## config.mk

```make
export PLATFORM = sky130hd
export DESIGN_NAME = deemph_filter
export DESIGN_NICKNAME = d
export VERILOG_FILES = /design/src/rtl/deemph_pkg.sv /design/src/rtl/deemph_mode_sel.sv /design/src/rtl/deemph_iir_core.sv /design/src/rtl/deemph_filter.sv
export SDC_FILE = /design/constraint.sdc
export NUM_CORES = 2
export LEC_CHECK = 0
export BUFFER_PORTS_ARGS = -buffer_cell sky130_fd_sc_hd__buf_4
export CORE_ASPECT_RATIO = 1.1
export CORE_UTILIZATION = 49
export DETAILED_ROUTE_END_ITERATION = 12
export PLACE_DENSITY = 0.62
export SLEW_MARGIN = 30
export SYNTH_ARGS = -nofsm -noshare
export SYNTH_HDL_FRONTEND = slang
export SYNTH_HIERARCHICAL = 1
export SYNTH_SLANG_ARGS = --single-unit
```

## constraint.sdc

```tcl
create_clock -name clk -period 13.3 [get_ports clk]
set_clock_uncertainty 0.1 [all_clocks]
set_input_delay 1.33 -clock clk [delete_from_list [all_inputs] [get_ports clk]]
set_output_delay 1.33 -clock clk [all_outputs]
set_load 0.02 [all_outputs]
```

## src/rtl/deemph_pkg.sv

```systemverilog
package deemph_pkg;
  localparam int FRAC   = 18;
  localparam int COEF_W = 20;

  typedef enum logic [2:0] {
    DM_OFF = 3'd0,
    DM_32  = 3'd1,
    DM_44  = 3'd2,
    DM_48  = 3'd3,
    DM_96  = 3'd4
  } dmode_e;

  typedef struct packed {
    logic signed [COEF_W-1:0] b0;
    logic signed [COEF_W-1:0] b1;
    logic signed [COEF_W-1:0] fb;
  } coef_t;

  function automatic coef_t coef_of(dmode_e m);
    coef_t c;
    case (m)
      DM_32:   c = '{b0: 20'sd122334, b1: 20'sd2497,    fb: 20'sd137313};
      DM_44:   c = '{b0: 20'sd112562, b1: -20'sd15651,  fb: 20'sd165233};
      DM_48:   c = '{b0: 20'sd110281, b1: -20'sd19887,  fb: 20'sd171750};
      DM_96:   c = '{b0: 20'sd95955,  b1: -20'sd46493,  fb: 20'sd212682};
      default: c = '0;
    endcase
    return c;
  endfunction
endpackage

```

## src/rtl/deemph_mode_sel.sv

```systemverilog
module deemph_mode_sel
  import deemph_pkg::*;
(
  input  logic       auto_mode,
  input  logic       fixed_cfg,
  input  logic       cs_preemph,
  input  logic [3:0] cs_rate,
  input  logic [2:0] man_sel,
  output dmode_e     mode
);
  logic   use_auto;
  dmode_e auto_m, man_m;

  assign use_auto = auto_mode | fixed_cfg;

  always_comb begin
    case (cs_rate)
      4'b0000: auto_m = DM_44;
      4'b0010: auto_m = DM_48;
      4'b0011: auto_m = DM_32;
      4'b1010: auto_m = DM_96;
      default: auto_m = DM_OFF;
    endcase
  end

  always_comb begin
    case (man_sel)
      3'b000:  man_m = DM_44;
      3'b010:  man_m = DM_48;
      3'b011:  man_m = DM_32;
      3'b110:  man_m = DM_96;
      default: man_m = DM_OFF;
    endcase
  end

  always_comb begin
    if (!cs_preemph)   mode = DM_OFF;
    else if (use_auto) mode = auto_m;
    else               mode = man_m;
  end
endmodule

```

## src/rtl/deemph_iir_core.sv

```systemverilog
module deemph_iir_core
  import deemph_pkg::*;
#(
  parameter int DATA_W = 24
) (
  input  logic                     clk,
  input  logic                     rst_n,
  input  logic                     adv,
  input  logic                     in_valid,
  input  dmode_e                   in_mode,
  input  logic signed [DATA_W-1:0] in_x,
  output logic                     out_valid,
  output logic signed [DATA_W-1:0] out_y
);
  localparam int PROD_W = DATA_W + COEF_W;
  localparam int ACC_W  = PROD_W + 2;
  localparam logic signed [ACC_W-1:0] RND  = ACC_W'(1) <<< (FRAC - 1);
  localparam logic signed [ACC_W-1:0] VMAX = ACC_W'((64'sd1 <<< (DATA_W - 1)) - 1);
  localparam logic signed [ACC_W-1:0] VMIN = -(ACC_W'(64'sd1 <<< (DATA_W - 1)));

  logic signed [DATA_W-1:0] xp, yp, hx, hy, sat, y_next;
  logic signed [PROD_W-1:0] p0, p1, p2;
  logic signed [ACC_W-1:0]  acc, sh;
  dmode_e last_mode;
  coef_t  c;
  logic   fresh;

  assign c     = coef_of(in_mode);
  assign fresh = (in_mode != last_mode);
  assign hx    = fresh ? '0 : xp;
  assign hy    = fresh ? '0 : yp;

  assign p0  = PROD_W'(c.b0) * PROD_W'(in_x);
  assign p1  = PROD_W'(c.b1) * PROD_W'(hx);
  assign p2  = PROD_W'(c.fb) * PROD_W'(hy);
  assign acc = ACC_W'(p0) + ACC_W'(p1) + ACC_W'(p2) + RND;
  assign sh  = acc >>> FRAC;

  always_comb begin
    if (sh > VMAX)      sat = VMAX[DATA_W-1:0];
    else if (sh < VMIN) sat = VMIN[DATA_W-1:0];
    else                sat = sh[DATA_W-1:0];
  end

  assign y_next = (in_mode == DM_OFF) ? in_x : sat;

  always_ff @(posedge clk) begin
    if (!rst_n) begin
      out_valid <= 1'b0;
      out_y     <= '0;
      xp        <= '0;
      yp        <= '0;
      last_mode <= DM_OFF;
    end else if (adv) begin
      out_valid <= in_valid;
      if (in_valid) begin
        out_y     <= y_next;
        last_mode <= in_mode;
        if (in_mode == DM_OFF) begin
          xp <= '0;
          yp <= '0;
        end else begin
          xp <= in_x;
          yp <= sat;
        end
      end
    end
  end

  // bypassed samples leave the core unchanged
  assert_bypass_exact_R5: assert property (@(posedge clk) disable iff (!rst_n)
    (adv && in_valid && in_mode == DM_OFF) |=> (out_valid && out_y == $past(in_x)));
endmodule

```

## src/rtl/deemph_filter.sv

```systemverilog
module deemph_filter
  import deemph_pkg::*;
#(
  parameter int DATA_W = 24
) (
  input  logic              clk,
  input  logic              rst_n,
  input  logic              in_valid,
  output logic              in_ready,
  input  logic [DATA_W-1:0] in_data,
  input  logic              cs_preemph,
  input  logic [3:0]        cs_rate,
  input  logic              auto_mode,
  input  logic              fixed_cfg,
  input  logic [2:0]        man_sel,
  output logic              out_valid,
  input  logic              out_ready,
  output logic [DATA_W-1:0] out_data
);
  dmode_e                   sel_mode, s1_mode;
  logic                     s1_valid, adv;
  logic signed [DATA_W-1:0] s1_x, core_y;

  deemph_mode_sel u_sel (
    .auto_mode  (auto_mode),
    .fixed_cfg  (fixed_cfg),
    .cs_preemph (cs_preemph),
    .cs_rate    (cs_rate),
    .man_sel    (man_sel),
    .mode       (sel_mode)
  );

  assign adv      = out_ready | ~out_valid;
  assign in_ready = adv;

  always_ff @(posedge clk) begin
    if (!rst_n) begin
      s1_valid <= 1'b0;
      s1_x     <= '0;
      s1_mode  <= DM_OFF;
    end else if (adv) begin
      s1_valid <= in_valid;
      if (in_valid) begin
        s1_x    <= in_data;
        s1_mode <= sel_mode;
      end
    end
  end

  deemph_iir_core #(.DATA_W(DATA_W)) u_core (
    .clk       (clk),
    .rst_n     (rst_n),
    .adv       (adv),
    .in_valid  (s1_valid),
    .in_mode   (s1_mode),
    .in_x      (s1_x),
    .out_valid (out_valid),
    .out_y     (core_y)
  );

  assign out_data = core_y;

  // stalled output holds
  assert_stall_hold_R9: assert property (@(posedge clk) disable iff (!rst_n)
    (out_valid && !out_ready) |=> (out_valid && $stable(out_data)));

  // accepted sample reaches the output one edge later under open flow
  assert_latency_R8: assert property (@(posedge clk) disable iff (!rst_n)
    (in_valid && in_ready && out_ready) ##1 out_ready |=> out_valid);

  // no pre-emphasis flag, no filter
  assert_no_preemph_off_R3: assert property (@(posedge clk) disable iff (!rst_n)
    !cs_preemph |-> (sel_mode == DM_OFF));

  // unsupported channel-status codes bypass
  assert_auto_unsupported_R1: assert property (@(posedge clk) disable iff (!rst_n)
    ((auto_mode || fixed_cfg) && !(cs_rate inside {4'b0000, 4'b0010, 4'b0011, 4'b1010}))
      |-> (sel_mode == DM_OFF));
endmodule

```

-- Word level (Yosys, flattened, before mapping)
Cells that the tools add are included.
- flip-flop bits (word level): 104
- bits of input ports: 38
- output and inout port bits: 26
- logic and storage cells: 47
- add/subtract/negate cells: 3
- multiply operators: 3
- magnitude comparators: 2
- equal/unequal tests: 11
- multiplexer cells: 12
- bitwise gates (word level): 3
- reduce and logical (&&, ||, !) cells: 5
- operators with widths (kind ; number):
    57-bit case mux with 4 select lines ; 1
    24-bit 2-to-1 mux ; 7
    20-bit by 24-bit multiplier with 44-bit output ; 2
    45-bit by 44-bit adder with 46-bit output ; 1
    46-bit by 19-bit adder with 46-bit output (second input constant) ; 1
    42-bit by 44-bit adder with 45-bit output ; 1
    18-bit by 24-bit multiplier with 42-bit output ; 1
    28-bit by 24-bit > comparator with 1-bit output (second input constant) ; 1
    28-bit by 24-bit less-than comparator with 1-bit output (second input constant) ; 1
    3-bit case mux with 4 select lines ; 2
    3-bit by 2-bit equality test with 1-bit output (second input constant) ; 4
    4-bit by 2-bit equality test with 1-bit output (second input constant) ; 2
    3-bit equality test (second input constant) ; 2
    3-bit logical NOT ; 2
    3-bit 2-to-1 mux ; 2
    4-bit equality test (second input constant) ; 1
    4-bit logical NOT ; 1
    2-bit AND reduction ; 2
    3-bit by 1-bit equality test with 1-bit output (second input constant) ; 1
    3-bit inequality test ; 1
    1-bit OR ; 2
    1-bit NOT ; 1

-- Logic depth before layout (Yosys ltp)
- depth in word-level cells: 10
- gate-level depth with buffers: 41
- mapped depth without buffers: 35

-- By module
Netlist, hierarchy kept.
- modules (own cells, without submodules) (module ; times used ; cells each ; area an instance (um^2) ; seq. area each (um^2)):
    deemph_iir_core ; 1 ; 5200 ; 49744.0 ; 1521.5
    deemph_filter ; 1 ; 122 ; 1156.1 ; 560.5
    deemph_mode_sel ; 1 ; 11 ; 72.6 ; 0.0

-- Least setup slack after synthesis
Ideal clock, no wire load.
- path type: reg-to-reg
- from: reg s1_mode[0]
- to: reg u_core.out_y[10]
- library setup time: 132 ps
- arrival: 10486 ps
- required time: 13068 ps
- path slack: 2582 ps
- cell stages (with the launch flop): 39
- path buffers: 5
- clock period less this slack: 10718 ps
- cells stage by stage: dfxtp_1 -> clkbuf_1 -> xor2_1 -> nor3_1 -> inv_1 -> nor2_1 -> clkbuf_1 -> clkbuf_1 -> nand2_1 -> inv_1 -> nand2_1 -> inv_1 -> nor2_1 -> inv_1 -> fa_1 -> inv_1 -> fa_1 -> fa_1 -> [3 not listed] -> inv_1 -> fa_1 -> inv_1 -> fa_1 -> fa_1 -> inv_1 -> ha_1 -> clkbuf_1 -> and3_1 -> a221oi_1 -> o21ai_0 -> a21oi_1 -> o21ai_0 -> o21ai_1 -> nand2_1 -> buf_2 -> o221ai_2 -> a31oi_1
- cells in the longest elaborated chain, start to end: 10
- elaborated cells between the ends (all ways): 20
- those cells by class: 3 x add/sub; 3 x mul; 2 x order compare; 5 x eq/ne; 6 x mux; 1 x reduce/logical
- RTL lines (element ; RTL line ; text):
    start: declaration ; deemph_filter.sv:20 ; dmode_e sel_mode, s1_mode;
    start signal: assignment ; deemph_filter.sv:45 ; s1_mode <= sel_mode;
    3-bit equality test, or another cell as far along ; deemph_pkg.sv:21 ; case (m)
    57-bit case mux with 4 select lines / 24-bit 2-to-1 mux (equally long branches) ; deemph_pkg.sv:21, deemph_iir_core.sv:30 ;
    18-bit by 24-bit multiplier with 42-bit output / 20-bit by 24-bit multiplier with 44-bit output (equally long branches) ; deemph_iir_core.sv:33, deemph_iir_core.sv:34 ;
    42-bit by 44-bit adder with 45-bit output ; deemph_iir_core.sv:36 ; assign acc = ACC_W'(p0) + ACC_W'(p1) + ACC_W'(p2) + RND;
    45-bit by 44-bit adder with 46-bit output ; deemph_iir_core.sv:36 ;
    46-bit by 19-bit adder with 46-bit output ; deemph_iir_core.sv:36 ;
    28-bit by 24-bit less-than comparator with 1-bit output ; deemph_iir_core.sv:41 ; else if (sh < VMIN) sat = VMIN[DATA_W-1:0];
    24-bit 2-to-1 mux ; deemph_iir_core.sv:41 ;
    24-bit 2-to-1 mux ; deemph_iir_core.sv:40 ; if (sh > VMAX) sat = VMAX[DATA_W-1:0];
    24-bit 2-to-1 mux * ; deemph_iir_core.sv:45 ; assign y_next = (in_mode == DM_OFF) ? in_x : sat;
    end signal: assignment ; deemph_iir_core.sv:57 ; out_y <= y_next;
    end: declaration ; deemph_iir_core.sv:13 ; output logic signed [DATA_W-1:0] out_y
Every way passes the cells marked *; elsewhere a longest branch is shown, timed or not.
A chain may end at the register's enable or synchronous reset.

-- Final worst setup path
- from: reg s1_mode[1]
- to: reg u_core.yp[8]
- cells in the longest elaborated chain, start to end: 10
- elaborated cells between the ends (all ways): 20
- those cells by class: 3 x add/sub; 3 x mul; 2 x order compare; 5 x eq/ne; 6 x mux; 1 x reduce/logical
- RTL lines (element ; RTL line ; text):
    3-bit equality test, or another cell as far along ; deemph_pkg.sv:21 ;
    57-bit case mux with 4 select lines / 24-bit 2-to-1 mux (equally long branches) ; deemph_pkg.sv:21, deemph_iir_core.sv:30 ;
    18-bit by 24-bit multiplier with 42-bit output / 20-bit by 24-bit multiplier with 44-bit output (equally long branches) ; deemph_iir_core.sv:33, deemph_iir_core.sv:34 ;
    42-bit by 44-bit adder with 45-bit output ; deemph_iir_core.sv:36 ;
    45-bit by 44-bit adder with 46-bit output ; deemph_iir_core.sv:36 ;
    46-bit by 19-bit adder with 46-bit output ; deemph_iir_core.sv:36 ;
    28-bit by 24-bit less-than comparator with 1-bit output ; deemph_iir_core.sv:41 ;
    24-bit 2-to-1 mux ; deemph_iir_core.sv:41 ;
    24-bit 2-to-1 mux ; deemph_iir_core.sv:40 ;
    24-bit 2-to-1 mux * ; deemph_iir_core.sv:59 ; if (in_mode == DM_OFF) begin
    end signal: assignment ; deemph_iir_core.sv:64 ; yp <= sat;
    end: declaration ; deemph_iir_core.sv:21 ; logic signed [DATA_W-1:0] xp, yp, hx, hy, sat, y_next;
Marks and branches as above.

==> results.sh <==
export IMPL_status="complete, no violations"
export IMPL_synth_seq_cells=104
export IMPL_cts_buffers=9
export IMPL_drc=0
export IMPL_detailed_place_hpwl_mm=151
export IMPL_slowest_stage="fa_1"
export IMPL_start_util_pct=49.7
export IMPL_setup_tns_final_ps=0
export IMPL_worst_ep_arrival_time_ps=12750
export IMPL_seqPwrFrac_pct=31.5
export IMPL_postRouteAntennaNets=0
export IMPL_startpoint_type="register"
export IMPL_overflow=0
export IMPL_drtPass1Iterations=7
export IMPL_async_flop_share_pct=0
export IMPL_gp_congestion=1.03
export IMPL_portBuffers=63
export IMPL_root_buffer="clkbuf_16"
export IMPL_critPathMaxStageDelay_ps=1030
export IMPL_seq_area_frac_synth_pct=4.08
export IMPL_syn_area_per_cell_um2=9.56
export IMPL_ys_warnings_count=6
export IMPL_wl_per_cell_um=25.3
export IMPL_htreeDepth=3
export IMPL_tightest_slew_ps=1050
export IMPL_ir_drop_mv=0.0681
export IMPL_post_cts_resized=0
export IMPL_timing_hold_ws_ps=381
export IMPL_crit_top_cell="fa_1"
export IMPL_cts_reportedPaths_clkPinSlew_ps=100
export IMPL_slew_viol_final=0
export IMPL_global_route_usage_met1_pct=42.8
export IMPL_syn_area_um2=51000
export IMPL_p_sw_share_pct=46.2
export IMPL_p_leak_uw=0.0305
export IMPL_dieArea_um2=105000
export IMPL_path_class="register to register"
export IMPL_final_cell_mix="1746 x inv_1, 1450 x fa_1, 447 x nand2_1, 358 x ha_1, 167 x and2_1"
export IMPL_grt_setup_unrepaired="false"
export IMPL_clkPwrFrac_pct=27.9
export IMPL_synth_edf_count=0
export IMPL_synth_top_flop_cell="dfxtp_1"
export IMPL_grt_met2_usage_pct=54.2
export IMPL_drt_iter0_markers=3069
export IMPL_required_ps=13470
export IMPL_relSlewSlack_pct=28.9
export IMPL_clkLatencyLatePin_ps=420
export IMPL_grt_max_degree=79
export IMPL_clk_path_buf_depth=2
export IMPL_io_pin_count=64
export IMPL_cts_setup_buffers=0
export IMPL_fp_dieW_um=310
export IMPL_yosys_area_top_type_share_pct=56.9
export IMPL_crit_path_end_kind="register"
export IMPL_p_int_uw=608
export IMPL_hold_class="register to register"
export IMPL_yosysTopAreaCell="fa_1"
export IMPL_nFillCells=9748
export IMPL_finalPower_uw=1130
export IMPL_post_dp_cell_area_um2=52900
export IMPL_area_delta_synth_final_pct=4.42
export IMPL_p_comb_share_pct=40.6
export IMPL_finalInstanceArea_um2=53200
export IMPL_synth_area_leaders="fa_1 57%, inv_1 13%, ha_1 8.8%, dfxtp_1 4.1%, nand2_1 3.3%"
export IMPL_maxCapViolations=0
export IMPL_cts_tree="done"
export IMPL_core_area_um2=103000
export IMPL_rows=123
export IMPL_syn_nets=7179
export IMPL_antenna_found_initial=6
export IMPL_grtUsageMet3_pct=5.06
export IMPL_crit_path_max_fanout=19
export IMPL_die_h_um=340
export IMPL_cts_sinks=104
export IMPL_nNetsFinal=7124
export IMPL_power_density_nw_per_um2=21.2
export IMPL_gr_max_usage_layer="met2"
export IMPL_final_common_cell="inv_1"
export IMPL_wl_mm=168
export IMPL_p_sw_uw=522
export IMPL_grt_pass1_wl_mm=251
export IMPL_layout_min_cycle_time_ps=12580
export IMPL_grt_pass1_vias=38547
export IMPL_period_share_pct=94.6
export IMPL_synthCells=5333
export IMPL_max_freq_mhz=79.5
export IMPL_grt_usage_pct=33.6
export IMPL_ys_types=73
export IMPL_avgViaCountPerCell=5.34
export IMPL_setup_viol=0
export IMPL_fin_util_pct=51.8
export IMPL_drive_above_1_share_pct=3.65
export IMPL_hold_violations=0
export IMPL_cts_hold_buf=0
export IMPL_num_vias=35573
[flip-flops by register name, summed over array words and instances, names as in the netlist]
name and count:
s1_valid 1, s1_mode 3, s1_x 24, u_core/xp 24, u_core/out_y 24, u_core/out_valid 1
u_core/yp 24, u_core/last_mode 3
[path summary, 6_finish.rpt]
| path | from | slack, ps | endpoint | depth (start not counted) |
|---|---|---|---|---|
| min | u_core/last_mode[2] | 380 | u_core/last_mode[2] | 2 |
| min reg2reg | u_core/last_mode[2] | 380 | u_core/last_mode[2] | 2 |
| max | s1_mode[1] | 720 | u_core/yp[8] | 33 |
| max reg2reg | s1_mode[1] | 720 | u_core/yp[8] | 33 |
[cells in the mapped netlist (8+ instances only)]
cell type     n
inv_1      1746
nor3_1       13
a31oi_1      32
a211oi_1      9
o21ai_0     109
clkbuf_1    158
ha_1        358
xnor2_1      27
nand2_1     448
and2_1      168
a221oi_1     10
or2_2        30
nand2b_1     48
and3_1       95
a21o_1       13
o221ai_1      9
nand3_1      66
o221ai_2      9
xor2_1       20
dfxtp_1     104
fa_1       1450
a21oi_1     132
nor2_1      136
mux2i_1      29
nand4_1       8
[power by group through the flow]
stage	combinational (uW)	clock [uW]	sequential, uW
6_report	459	316	356
3_5_place_dp	456	0	362
5_1_grt	504	330	356
3_3_place_gp	453	0	362
2_1_floorplan	311	0	337
4_1_cts	458	322	355
[area by class of cell]
| type | instances | area [um^2] | area share, % |
|---|---|---|---|
| diodes | 4 | 10.0 | 0.0188 |
| clock buffers | 9 | 225 | 0.423 |
| clock inverters | 7 | 91.3 | 0.172 |
| inverters | 1748 | 6560 | 12.3 |
| multi-input cells | 3305 | 41700 | 78.3 |
| flip-flops and latches | 104 | 2090 | 3.92 |
| well taps | 1375 | 1720 | 3.23 |
| repair buffers | 110 | 863 | 1.62 |
[metrics by stage]
| stage | instances | worst slack [ps] |
|---|---|---|
| floorplan | 5333 | 2580 |
| global placement | 6641 | 1150 |
| detailed placement | 6642 | 905 |
| CTS | 6658 | 861 |
| global route | 6658 | 78.0 |
| finish | 6662 | 723 |
[worst max-delay path: cells and delay by family, from the launching register on]
| family | cells | cell delay (ps) |
|---|---|---|
| buffers and inverters | 8 | 1210 |
| AO/OA/AOI/OAI | 7 | 2350 |
| AND/OR/NAND/NOR | 7 | 1960 |
| adder cells (fa/ha/maj) | 10 | 5800 |
| flip-flops | 1 | 760 |
| XOR/XNOR | 1 | 220 |
[cells by family (layout without fill, tap and decap cells)]
group / Yosys count / after routing / share of synthesized area, %
simple gates: 1047 / 1047 / 9.93
mux: 29 / 29 / 0.569
buf+inv: 1924 / 1874 / 14.3
flops: 104 / 104 / 4.08
other cells: 0 / 4 / 0
fa+ha+maj: 1808 / 1808 / 65.7
compound gates: 374 / 374 / 4.54
xor+xnor: 47 / 47 / 0.808
[per-layer routing]
metal	vias to the layer above	routed length [um]
met2	1583	80700
met5	-	0
met4	0	12400
met3	328	11700
li1	15240	-
met1	18422	63700
No activity file was read; power rests on OpenSTA's default activity.
